<file path="src/rtl/irq_pkg.sv">
package irq_pkg;
    localparam int NUM_SRC = 12;
    localparam int ABORT_W = 13;
    localparam int ADDR_W  = 5;

    // status bit positions that the clear decoder and abort path rely on
    localparam int SRC_RX_FULL  = 2;
    localparam int SRC_TX_EMPTY = 4;
    localparam int SRC_TX_ABRT  = 6;

    // sticky sources: every bit except the two level-driven ones
    localparam logic [NUM_SRC-1:0] LATCH_MASK  = 12'hFEB;
    // abort reason bits that carry meaning (6 and 8 reserved)
    localparam logic [ABORT_W-1:0] ABORT_VALID = 13'h1EBF;

    localparam logic [ADDR_W-1:0] A_RAW       = 5'h00;
    localparam logic [ADDR_W-1:0] A_MASKED    = 5'h01;
    localparam logic [ADDR_W-1:0] A_MASK      = 5'h02;
    localparam logic [ADDR_W-1:0] A_ABORT     = 5'h03;
    localparam logic [ADDR_W-1:0] A_CLR_ALL   = 5'h08;
    localparam logic [ADDR_W-1:0] A_CLR_BASE  = 5'h10;
    localparam logic [ADDR_W-1:0] A_CLR_TXABRT = A_CLR_BASE + ADDR_W'(SRC_TX_ABRT);

    typedef enum logic {
        ACC_IDLE = 1'b0,
        ACC_RESP = 1'b1
    } acc_state_e;
endpackage

</file>
<file path="src/rtl/irq_src_bank.sv">
module irq_src_bank
    import irq_pkg::*;
#(
    parameter int                  N       = NUM_SRC,
    parameter logic [NUM_SRC-1:0]  LATCHED = LATCH_MASK
) (
    input  logic         clk,
    input  logic         rst_n,
    input  logic [N-1:0] set_i,
    input  logic [N-1:0] clr_i,
    input  logic [N-1:0] lvl_i,
    output logic [N-1:0] raw_o
);
    for (genvar k = 0; k < N; k++) begin : g_src
        if (LATCHED[k]) begin : g_sticky
            logic q;
            always_ff @(posedge clk) begin
                if (!rst_n)
                    q <= 1'b0;
                else
                    q <= set_i[k] | (q & ~clr_i[k]);   // set wins over clear
            end
            assign raw_o[k] = q;
            logic unused_lvl;
            assign unused_lvl = lvl_i[k];
        end else begin : g_level
            assign raw_o[k] = lvl_i[k];
            logic unused_sc;
            assign unused_sc = set_i[k] ^ clr_i[k];
        end
    end
endmodule

</file>
<file path="src/rtl/irq_abort_reason.sv">
module irq_abort_reason
    import irq_pkg::*;
#(
    parameter int               W     = ABORT_W,
    parameter logic [W-1:0]     VALID = ABORT_VALID
) (
    input  logic         clk,
    input  logic         rst_n,
    input  logic [W-1:0] abort_i,
    input  logic         clr_i,
    output logic [W-1:0] reason_o,
    output logic         event_o
);
    logic [W-1:0] reason_q;
    logic [W-1:0] incoming;

    assign incoming = abort_i & VALID;
    assign event_o  = |incoming;

    always_ff @(posedge clk) begin
        if (!rst_n)
            reason_q <= '0;
        else
            reason_q <= (reason_q & ~{W{clr_i}}) | incoming;
    end

    assign reason_o = reason_q;
endmodule

</file>
<file path="src/rtl/irq_access_fsm.sv">
module irq_access_fsm
    import irq_pkg::*;
#(
    parameter int DATA_W = 16
) (
    input  logic               clk,
    input  logic               rst_n,
    input  logic               rd_en_i,
    input  logic [ADDR_W-1:0]  rd_addr_i,
    input  logic               wr_en_i,
    input  logic [ADDR_W-1:0]  wr_addr_i,
    input  logic [DATA_W-1:0]  wr_data_i,
    input  logic [NUM_SRC-1:0] raw_i,
    input  logic [NUM_SRC-1:0] masked_i,
    input  logic [ABORT_W-1:0] reason_i,
    output logic [NUM_SRC-1:0] mask_o,
    output logic [NUM_SRC-1:0] clr_src_o,
    output logic               clr_reason_o,
    output logic [DATA_W-1:0]  rd_data_o,
    output logic               rd_valid_o
);
    acc_state_e          state_q, state_d;
    logic [NUM_SRC-1:0]  mask_q;
    logic [DATA_W-1:0]   rd_word;
    logic [DATA_W-1:0]   rd_data_q;

    logic unused_wr;
    assign unused_wr = ^wr_data_i[DATA_W-1:NUM_SRC];

    // state register
    always_ff @(posedge clk) begin
        if (!rst_n)
            state_q <= ACC_IDLE;
        else
            state_q <= state_d;
    end

    // transitions
    always_comb begin
        state_d = state_q;
        unique case (state_q)
            ACC_IDLE: if (rd_en_i)  state_d = ACC_RESP;
            ACC_RESP: if (!rd_en_i) state_d = ACC_IDLE;
            default:                state_d = ACC_IDLE;
        endcase
    end

    // outputs
    always_comb begin
        rd_valid_o = (state_q == ACC_RESP);
        rd_data_o  = rd_data_q;
    end

    // read word selection
    always_comb begin
        rd_word = '0;
        if (rd_addr_i == A_RAW)
            rd_word[NUM_SRC-1:0] = raw_i;
        else if (rd_addr_i == A_MASKED)
            rd_word[NUM_SRC-1:0] = masked_i;
        else if (rd_addr_i == A_MASK)
            rd_word[NUM_SRC-1:0] = mask_q;
        else if (rd_addr_i == A_ABORT)
            rd_word[ABORT_W-1:0] = reason_i;
        else if (rd_addr_i == A_CLR_ALL)
            rd_word[NUM_SRC-1:0] = raw_i;
        for (int k = 0; k < NUM_SRC; k++) begin
            if (LATCH_MASK[k] && rd_addr_i == (A_CLR_BASE + ADDR_W'(k)))
                rd_word[0] = raw_i[k];
        end
    end

    // clear decoding: side effect of the read strobe
    always_comb begin
        clr_src_o = '0;
        if (rd_en_i && rd_addr_i == A_CLR_ALL)
            clr_src_o = LATCH_MASK;
        for (int k = 0; k < NUM_SRC; k++) begin
            if (rd_en_i && LATCH_MASK[k] && rd_addr_i == (A_CLR_BASE + ADDR_W'(k)))
                clr_src_o[k] = 1'b1;
        end
        clr_reason_o = rd_en_i && (rd_addr_i == A_CLR_TXABRT);
    end

    always_ff @(posedge clk) begin
        if (!rst_n) begin
            rd_data_q <= '0;
            mask_q    <= '0;
        end else begin
            if (rd_en_i)
                rd_data_q <= rd_word;
            if (wr_en_i && wr_addr_i == A_MASK)
                mask_q <= wr_data_i[NUM_SRC-1:0];
        end
    end

    assign mask_o = mask_q;
endmodule

</file>
<file path="src/rtl/irq_ctrl_unit.sv">
module irq_ctrl_unit
    import irq_pkg::*;
#(
    parameter int DATA_W = 16
) (
    input  logic               clk,
    input  logic               rst_n,
    input  logic [NUM_SRC-1:0] evt_i,
    input  logic               rx_full_i,
    input  logic               tx_empty_i,
    input  logic [ABORT_W-1:0] abort_i,
    input  logic               wr_en_i,
    input  logic [ADDR_W-1:0]  wr_addr_i,
    input  logic [DATA_W-1:0]  wr_data_i,
    input  logic               rd_en_i,
    input  logic [ADDR_W-1:0]  rd_addr_i,
    output logic [DATA_W-1:0]  rd_data_o,
    output logic               rd_valid_o,
    output logic               irq_o
);
    logic [NUM_SRC-1:0] raw_status;
    logic [NUM_SRC-1:0] masked_status;
    logic [NUM_SRC-1:0] mask_q;
    logic [NUM_SRC-1:0] clr_src;
    logic [NUM_SRC-1:0] set_src;
    logic [NUM_SRC-1:0] lvl_src;
    logic [ABORT_W-1:0] abort_reason;
    logic               clr_reason;
    logic               abort_evt;
    logic               irq_q;

    always_comb begin
        lvl_src               = '0;
        lvl_src[SRC_RX_FULL]  = rx_full_i;
        lvl_src[SRC_TX_EMPTY] = tx_empty_i;
        set_src               = evt_i;
        set_src[SRC_TX_ABRT]  = evt_i[SRC_TX_ABRT] | abort_evt;
    end

    irq_src_bank #(.N(NUM_SRC), .LATCHED(LATCH_MASK)) u_bank (
        .clk   (clk),
        .rst_n (rst_n),
        .set_i (set_src),
        .clr_i (clr_src),
        .lvl_i (lvl_src),
        .raw_o (raw_status)
    );

    irq_abort_reason #(.W(ABORT_W), .VALID(ABORT_VALID)) u_reason (
        .clk      (clk),
        .rst_n    (rst_n),
        .abort_i  (abort_i),
        .clr_i    (clr_reason),
        .reason_o (abort_reason),
        .event_o  (abort_evt)
    );

    assign masked_status = raw_status & mask_q;

    irq_access_fsm #(.DATA_W(DATA_W)) u_acc (
        .clk          (clk),
        .rst_n        (rst_n),
        .rd_en_i      (rd_en_i),
        .rd_addr_i    (rd_addr_i),
        .wr_en_i      (wr_en_i),
        .wr_addr_i    (wr_addr_i),
        .wr_data_i    (wr_data_i),
        .raw_i        (raw_status),
        .masked_i     (masked_status),
        .reason_i     (abort_reason),
        .mask_o       (mask_q),
        .clr_src_o    (clr_src),
        .clr_reason_o (clr_reason),
        .rd_data_o    (rd_data_o),
        .rd_valid_o   (rd_valid_o)
    );

    always_ff @(posedge clk) begin
        if (!rst_n)
            irq_q <= 1'b0;
        else
            irq_q <= |masked_status;
    end

    assign irq_o = irq_q;
endmodule

</file>
<file path="config.mk">
export PLATFORM = sky130hd
export DESIGN_NAME = irq_ctrl_unit
export DESIGN_NICKNAME = d
export VERILOG_FILES = /design/src/rtl/irq_pkg.sv /design/src/rtl/irq_src_bank.sv /design/src/rtl/irq_abort_reason.sv /design/src/rtl/irq_access_fsm.sv /design/src/rtl/irq_ctrl_unit.sv
export SDC_FILE = /design/constraint.sdc
export NUM_CORES = 1
export LEC_CHECK = 0
export BUFFER_PORTS_ARGS = -buffer_cell sky130_fd_sc_hd__buf_2
export CELL_PAD_IN_SITES_DETAIL_PLACEMENT = 1
export CELL_PAD_IN_SITES_GLOBAL_PLACEMENT = 1
export CORE_MARGIN = 3
export CORE_UTILIZATION = 37
export DETAILED_ROUTE_END_ITERATION = 16
export GPL_ROUTABILITY_DRIVEN = 0
export PLACE_DENSITY_LB_ADDON = 0.1
export SLEW_MARGIN = 20
export SYNTH_ARGS = -nofsm -noshare
export SYNTH_HDL_FRONTEND = slang
export SYNTH_SLANG_ARGS = --single-unit
</file>
<file path="constraint.sdc">
create_clock -name clk -period 1.96 [get_ports clk]
set_input_delay 0.294 -clock clk [delete_from_list [all_inputs] [get_ports clk]]
set_output_delay 0.294 -clock clk [all_outputs]
set_load 0.05 [all_outputs]
</file>
# Yosys cells after proc, flatten, opt, wreduce, memory -nomap -nowiden
# Cells that the tools add are included.
op_classes:
  n_reduce_logical: 15
  n_bitwise: 35
  muxes: 31
  n_eq_ne: 15
op_table:
  columns: ["cell", "count"]
  rows:
  - ["12-bit 2-to-1 mux", 6]
  - ["5-bit == test (second input constant)", 10]
  - ["1-bit 2-to-1 mux", 25]
  - ["5-bit by 2-bit == test with 1-bit output (second input constant)", 3]
  - ["13-bit AND", 1]
  - ["13-bit NOT", 1]
  - ["13-bit OR", 1]
  - ["12-bit AND", 1]
  - ["1-bit logical AND", 12]
  - ["12-bit OR reduction", 1]
  - ["1-bit OR", 11]
  - ["11-bit OR reduction", 1]
  - ["1-bit AND", 10]
  - ["1-bit NOT", 10]
  - ["5-bit by 1-bit == test with 1-bit output (second input constant)", 1]
  - ["5-bit by 4-bit == test with 1-bit output (second input constant)", 1]
  - ["5-bit zero test", 1]
word_totals:
  output_inout_bits: 18
  regBits: 50

# Longest topological paths before layout
logic_depth:
  ltp_word: 16
  ltp_mapped: 6

# Modules after synthesis
# A second synthesis with hierarchy kept.
unflattened:
  cells_unflattened: 351
  area_unflattened_um2: 2969.1
by_module_without_submodules:
  columns: ["module", "seq_area_each_um2", "n_inst", "area_per_inst_um2", "cells_per_inst"]
  rows:
  - ["irq_access_fsm", 520.5, 1, 1905.6, 244]
  - ["irq_abort_reason", 260.2, 1, 464.2, 43]
  - ["irq_src_bank", 200.2, 1, 439.2, 43]
  - ["irq_ctrl_unit", 20.0, 1, 160.2, 21]

# Least setup slack after synthesis
# OpenSTA, ideal clock, no wires.
synth_path:
  path_type: "in2reg"
  start: "input port rd_addr_i[3]"
  end: "register u_acc.rd_data_q[0] (netlist: u_acc.rd_data_o[0])"
  t_required_ns: 1.830
  path_slack_ns: 0.525
  cell_stages: 5
  arrival_time_ns: 1.305
  setup_ns: 0.130
  path_buffers: 1
  cell_sequence: "buf_6 nor3b_1 or4_1 a222oi_1 o211ai_1"
synth_between:
  elab_chain_len: 16
synth_lines:
  columns: ["item", "line", "rtl"]
  rows:
  - ["start, declared", "irq_ctrl_unit.sv:16", "input logic [ADDR_W-1:0] rd_addr_i,"]
  - ["5-bit by 4-bit == test with 1-bit output", "irq_access_fsm.sv:65", "else if (rd_addr_i == A_CLR_ALL)"]
  - ["12-bit 2-to-1 mux", "irq_access_fsm.sv:65", null]
  - ["12-bit 2-to-1 mux", "irq_access_fsm.sv:63", "else if (rd_addr_i == A_ABORT)"]
  - ["12-bit 2-to-1 mux", "irq_access_fsm.sv:61", "else if (rd_addr_i == A_MASK)"]
  - ["12-bit 2-to-1 mux", "irq_access_fsm.sv:59", "else if (rd_addr_i == A_MASKED)"]
  - ["12-bit 2-to-1 mux", "irq_access_fsm.sv:57", "if (rd_addr_i == A_RAW)"]
  - ["1-bit 2-to-1 mux (9 in a row)", "irq_access_fsm.sv:68", "if (LATCH_MASK[k] && rd_addr_i == (A_CLR_BASE + ADDR_W'(k)))"]
  - ["1-bit 2-to-1 mux (*)", "irq_access_fsm.sv:68", null]
  - ["end signal, assigned", "irq_access_fsm.sv:91", "rd_data_q <= rd_word;"]
  - ["end, declared", "irq_access_fsm.sv:25", "logic [DATA_W-1:0] rd_data_q;"]
# Every way passes the cells marked *; elsewhere a longest branch is shown, timed or not.
# A chain may end at the register's enable or synchronous reset.

# Worst setup path after layout
layout_path:
  start: "register u_acc.mask_q[0] (netlist: u_acc.mask_o[0])"
  end: "register u_acc.rd_data_q[0] (netlist: u_acc.rd_data_o[0])"
layout_between:
  elab_chain_len: 13
layout_lines:
  columns: ["item", "line", "rtl"]
  rows:
  - ["start, declared", "irq_access_fsm.sv:23", "logic [NUM_SRC-1:0] mask_q;"]
  - ["start signal, assigned", "irq_access_fsm.sv:93", "mask_q <= wr_data_i[NUM_SRC-1:0];"]
  - ["12-bit 2-to-1 mux or 12-bit AND (tied branches)", "irq_access_fsm.sv:61, irq_ctrl_unit.sv:58", null]
  - ["12-bit 2-to-1 mux (*)", "irq_access_fsm.sv:59", null]
  - ["12-bit 2-to-1 mux (*)", "irq_access_fsm.sv:57", null]
  - ["1-bit 2-to-1 mux (*) (10 in a row)", "irq_access_fsm.sv:68", null]
# Marks and branches as above.

==> summary.md <==
| Metric | Value |
|---|---|
| Run status | `finished clean` |
| Sequential cell area fraction in the yosys report | `a little over two fifths` |
| DP Cell Count | `~400` |
| Critical path class | `flop to flop` |
| Commonest non-fill, non-tap cell in the layout | `buf_2` |
| Clk Latency, worst-skew pair | `310 ps` |
| Cts repair resizes | `0` |
| Area grow syn2layout | `21.0%` |
| CP arrival | `between 1500 and 2000 ps` |
| Max FO, Critical Path | `4` |
| Per-cell routed wire length | `17.5 um` |
| Iter 0 DRT Violations | `135` |
| Via count | `~2300` |
| Peak supply drop | `~0.00032 V` |
| Fmax | `roughly 600 MHz` |
| CTS Sinks | `50` |
| Die area | `0.00739 mm^2` |
| Max clock buf depth | `2` |
| Detailed-route DRC error count | `0` |
| Hold Crit Class | `input pin to flop` |
| Vias/cell | `between 5 and 6` |
| Most frequent cells in the layout | `buf_2, dfxtp_1, nor2_1` |
| Max cap viols | `0` |
| Synth unique cells | `between 40 and 50` |
| First-pass GRT wire length | `~12000 um` |
| Post-Syn Area per Cell | `~8.6 um^2` |
| CP Launch Type | `flop` |
| Final Cell Area | `~0.0029 mm^2` |
| Post-synth EDFFs | `0` |
| Hold Fails Final Rpt | `0` |
| Post-CTS setup buffers | `0` |
| Main synth FF type | `dfxtp_1` |
| PortBufs | `63` |
| Post-layout min period | `1680 ps` |
| Total wire length | `between 7000 and 8000 um` |
| Flops & latches, synth | `50` |
| Max-slew violations | `0` |
| Synth top area share | `about 42%` |
| CTS tree | `built` |
| Total track usage | `roughly a fifth` |
| Rows | `28` |
| Core Area | `between 0.006 and 0.007 mm^2` |
| Post-DP Area | `roughly 0.0028 mm^2` |
| Final cell count without fillers | `around 410` |
| Total grt overflow | `0` |
| Pwr dens | `between 700 and 800 mW/mm^2` |
| Root buf cell | `clkbuf_8` |
| Layout net count | `between 300 and 400` |
| First-pass DRT Iterations | `4` |
| Number of antenna violations at the first check in global routing | `0` |
| Dominant cell type by area after synthesis | `dfxtp_1` |
| Fin crit share | `85.5%` |
| Io pins | `75` |
| Synth Instances | `around 280` |
| Die height | `around 86 um` |
| # fillers | `between 700 and 800` |
| Synth top area cells | `dfxtp_1, mux2i_1, a21oi_1, nor2_1, a32oi_1` |
| Layout cells sized above 1 | `approximately 25%` |
| Vias in the first global route | `2323` |
| Mapped Area | `roughly 0.0024 mm^2` |
| CTS clk-pin slew, worst paths | `~90 ps` |
| Clock Skew | `5.61 ps` |
| Synth async-reset ratio | `0%` |
| P_leak | `around 1.3 nW` |
| Required @ worst endpoint | `roughly 2200 ps` |
| Die width | `approximately 86 um` |
| Yosys warnings | `0` |
| Setup_tns | `0 ps` |
| TritonCTS buffer count | `5` |
| # diodes | `0` |
| RSZ-0062 raised after global routing | `no` |
| Initial Utilization | `around 40%` |
| Final ANT Viol Nets | `0` |
| H-tree levels | `2` |
| Detailed Place HPWL | `approximately 5400 um` |
| Pin count of the biggest net entering global routing | `26` |
| Cts hold-fix bufs | `0` |
| Setup violations, final | `0` |
| CP endpoint kind | `flop` |
## kinds of logic (layout without fill, tap and decap cells)
logic type	count (synthesis)	count (layout)	synth area share [%]
xor+xnor	2	2	0.740
buf+inv	32	92	6.18
simple gates	81	81	17.8
mux	14	14	5.92
flops	50	50	42.3
other cells	1	3	0.158
compound gates	95	95	26.9
## cell usage after synthesis, types with 2 or more instances
cell type	n
nand3b_1	4
nor4_1	4
inv_1	7
nor2b_1	4
o31ai_1	3
nor3_1	4
a221oi_1	4
nor3b_1	2
clkbuf_1	14
a22o_1	4
buf_4	3
nor2_1	28
a21o_1	11
dfxtp_1	50
o211ai_1	2
a32oi_1	12
and2_1	2
xor2_1	2
a21oi_1	24
nand2b_1	3
mux2i_1	14
nand3_1	6
buf_2	6
o21a_1	2
o21ai_0	14
and3b_1	2
nand2_1	12
and3_1	4
nor4bb_1	2
a31oi_1	12
## routing by layer
| layer | GRT usage [%] | up-vias | wire length, um |
|---|---|---|---|
| li1 | - | 1133 | - |
| met1 | 29.7 | 1111 | 3560 |
| met2 | 30.6 | 70 | 3150 |
| met3 | 3.75 | 5 | 440 |
| met4 | 5.18 | 0 | 57 |
| met5 | 0 | - | 0 |
## area by class of cell
cell class                      count  area (um^2)  share of cell area, %
Clock buffer                        6         82.6                   2.88
Clock inverter                      2         16.3                  0.568
Inverter                            8         30.0                   1.05
Multi-Input combinational cell    195         1230                   42.9
Sequential cell                    50         1000                   34.9
Tap cell                           75         93.8                   3.28
Timing Repair Buffer               76          413                   14.4
## report_power, final
group          internal (mW)  switching [mW]  leakage (nW)  total (mW)
Sequential              1.06          0.0444         0.412        1.11
Combinational          0.124           0.205         0.870       0.329
Clock                  0.291           0.362        0.0478       0.653
Total                   1.48           0.612          1.33        2.09
## through the flow
stage,utilization [%],hold WS (ps),setup WS [ps],power [mW]
floorplan,-,411,525,1.33
global placement,45.6,454,184,1.45
detailed placement,45.6,462,168,1.46
CTS,47.3,181,293,2.12
global route,47.3,189,208,2.20
finish,47.3,188,284,2.09
## state kept, by name, summed over array words and instances, names as in the netlist
signal / cells
u_acc.mask_o: 12
u_acc.rd_data_o: 13
u_bank.g_src.g_sticky.q: 10
irq_o: 1
u_reason.reason_o: 13
u_acc.rd_valid_o: 1
## worst paths after layout
kind,start,to,slack [ps],cells past startpoint
max,u_acc.mask_o[0],u_acc.rd_data_o[0],280,4
min,evt_i[0],u_bank.g_src[0].g_sticky.q,190,3
max reg2reg,u_acc.mask_o[0],u_acc.rd_data_o[0],280,4
min reg2reg,u_acc.rd_data_o[12],u_acc.rd_data_o[12],470,2
## critical path, cell delays in order, from the launching register on
cell and delay [ps]:
dfxtp_1 360, nor4bb_1 150, or4_1 530, a222oi_1 390
o211ai_1 130
Note: power is estimated with default switching activity, not from simulation.
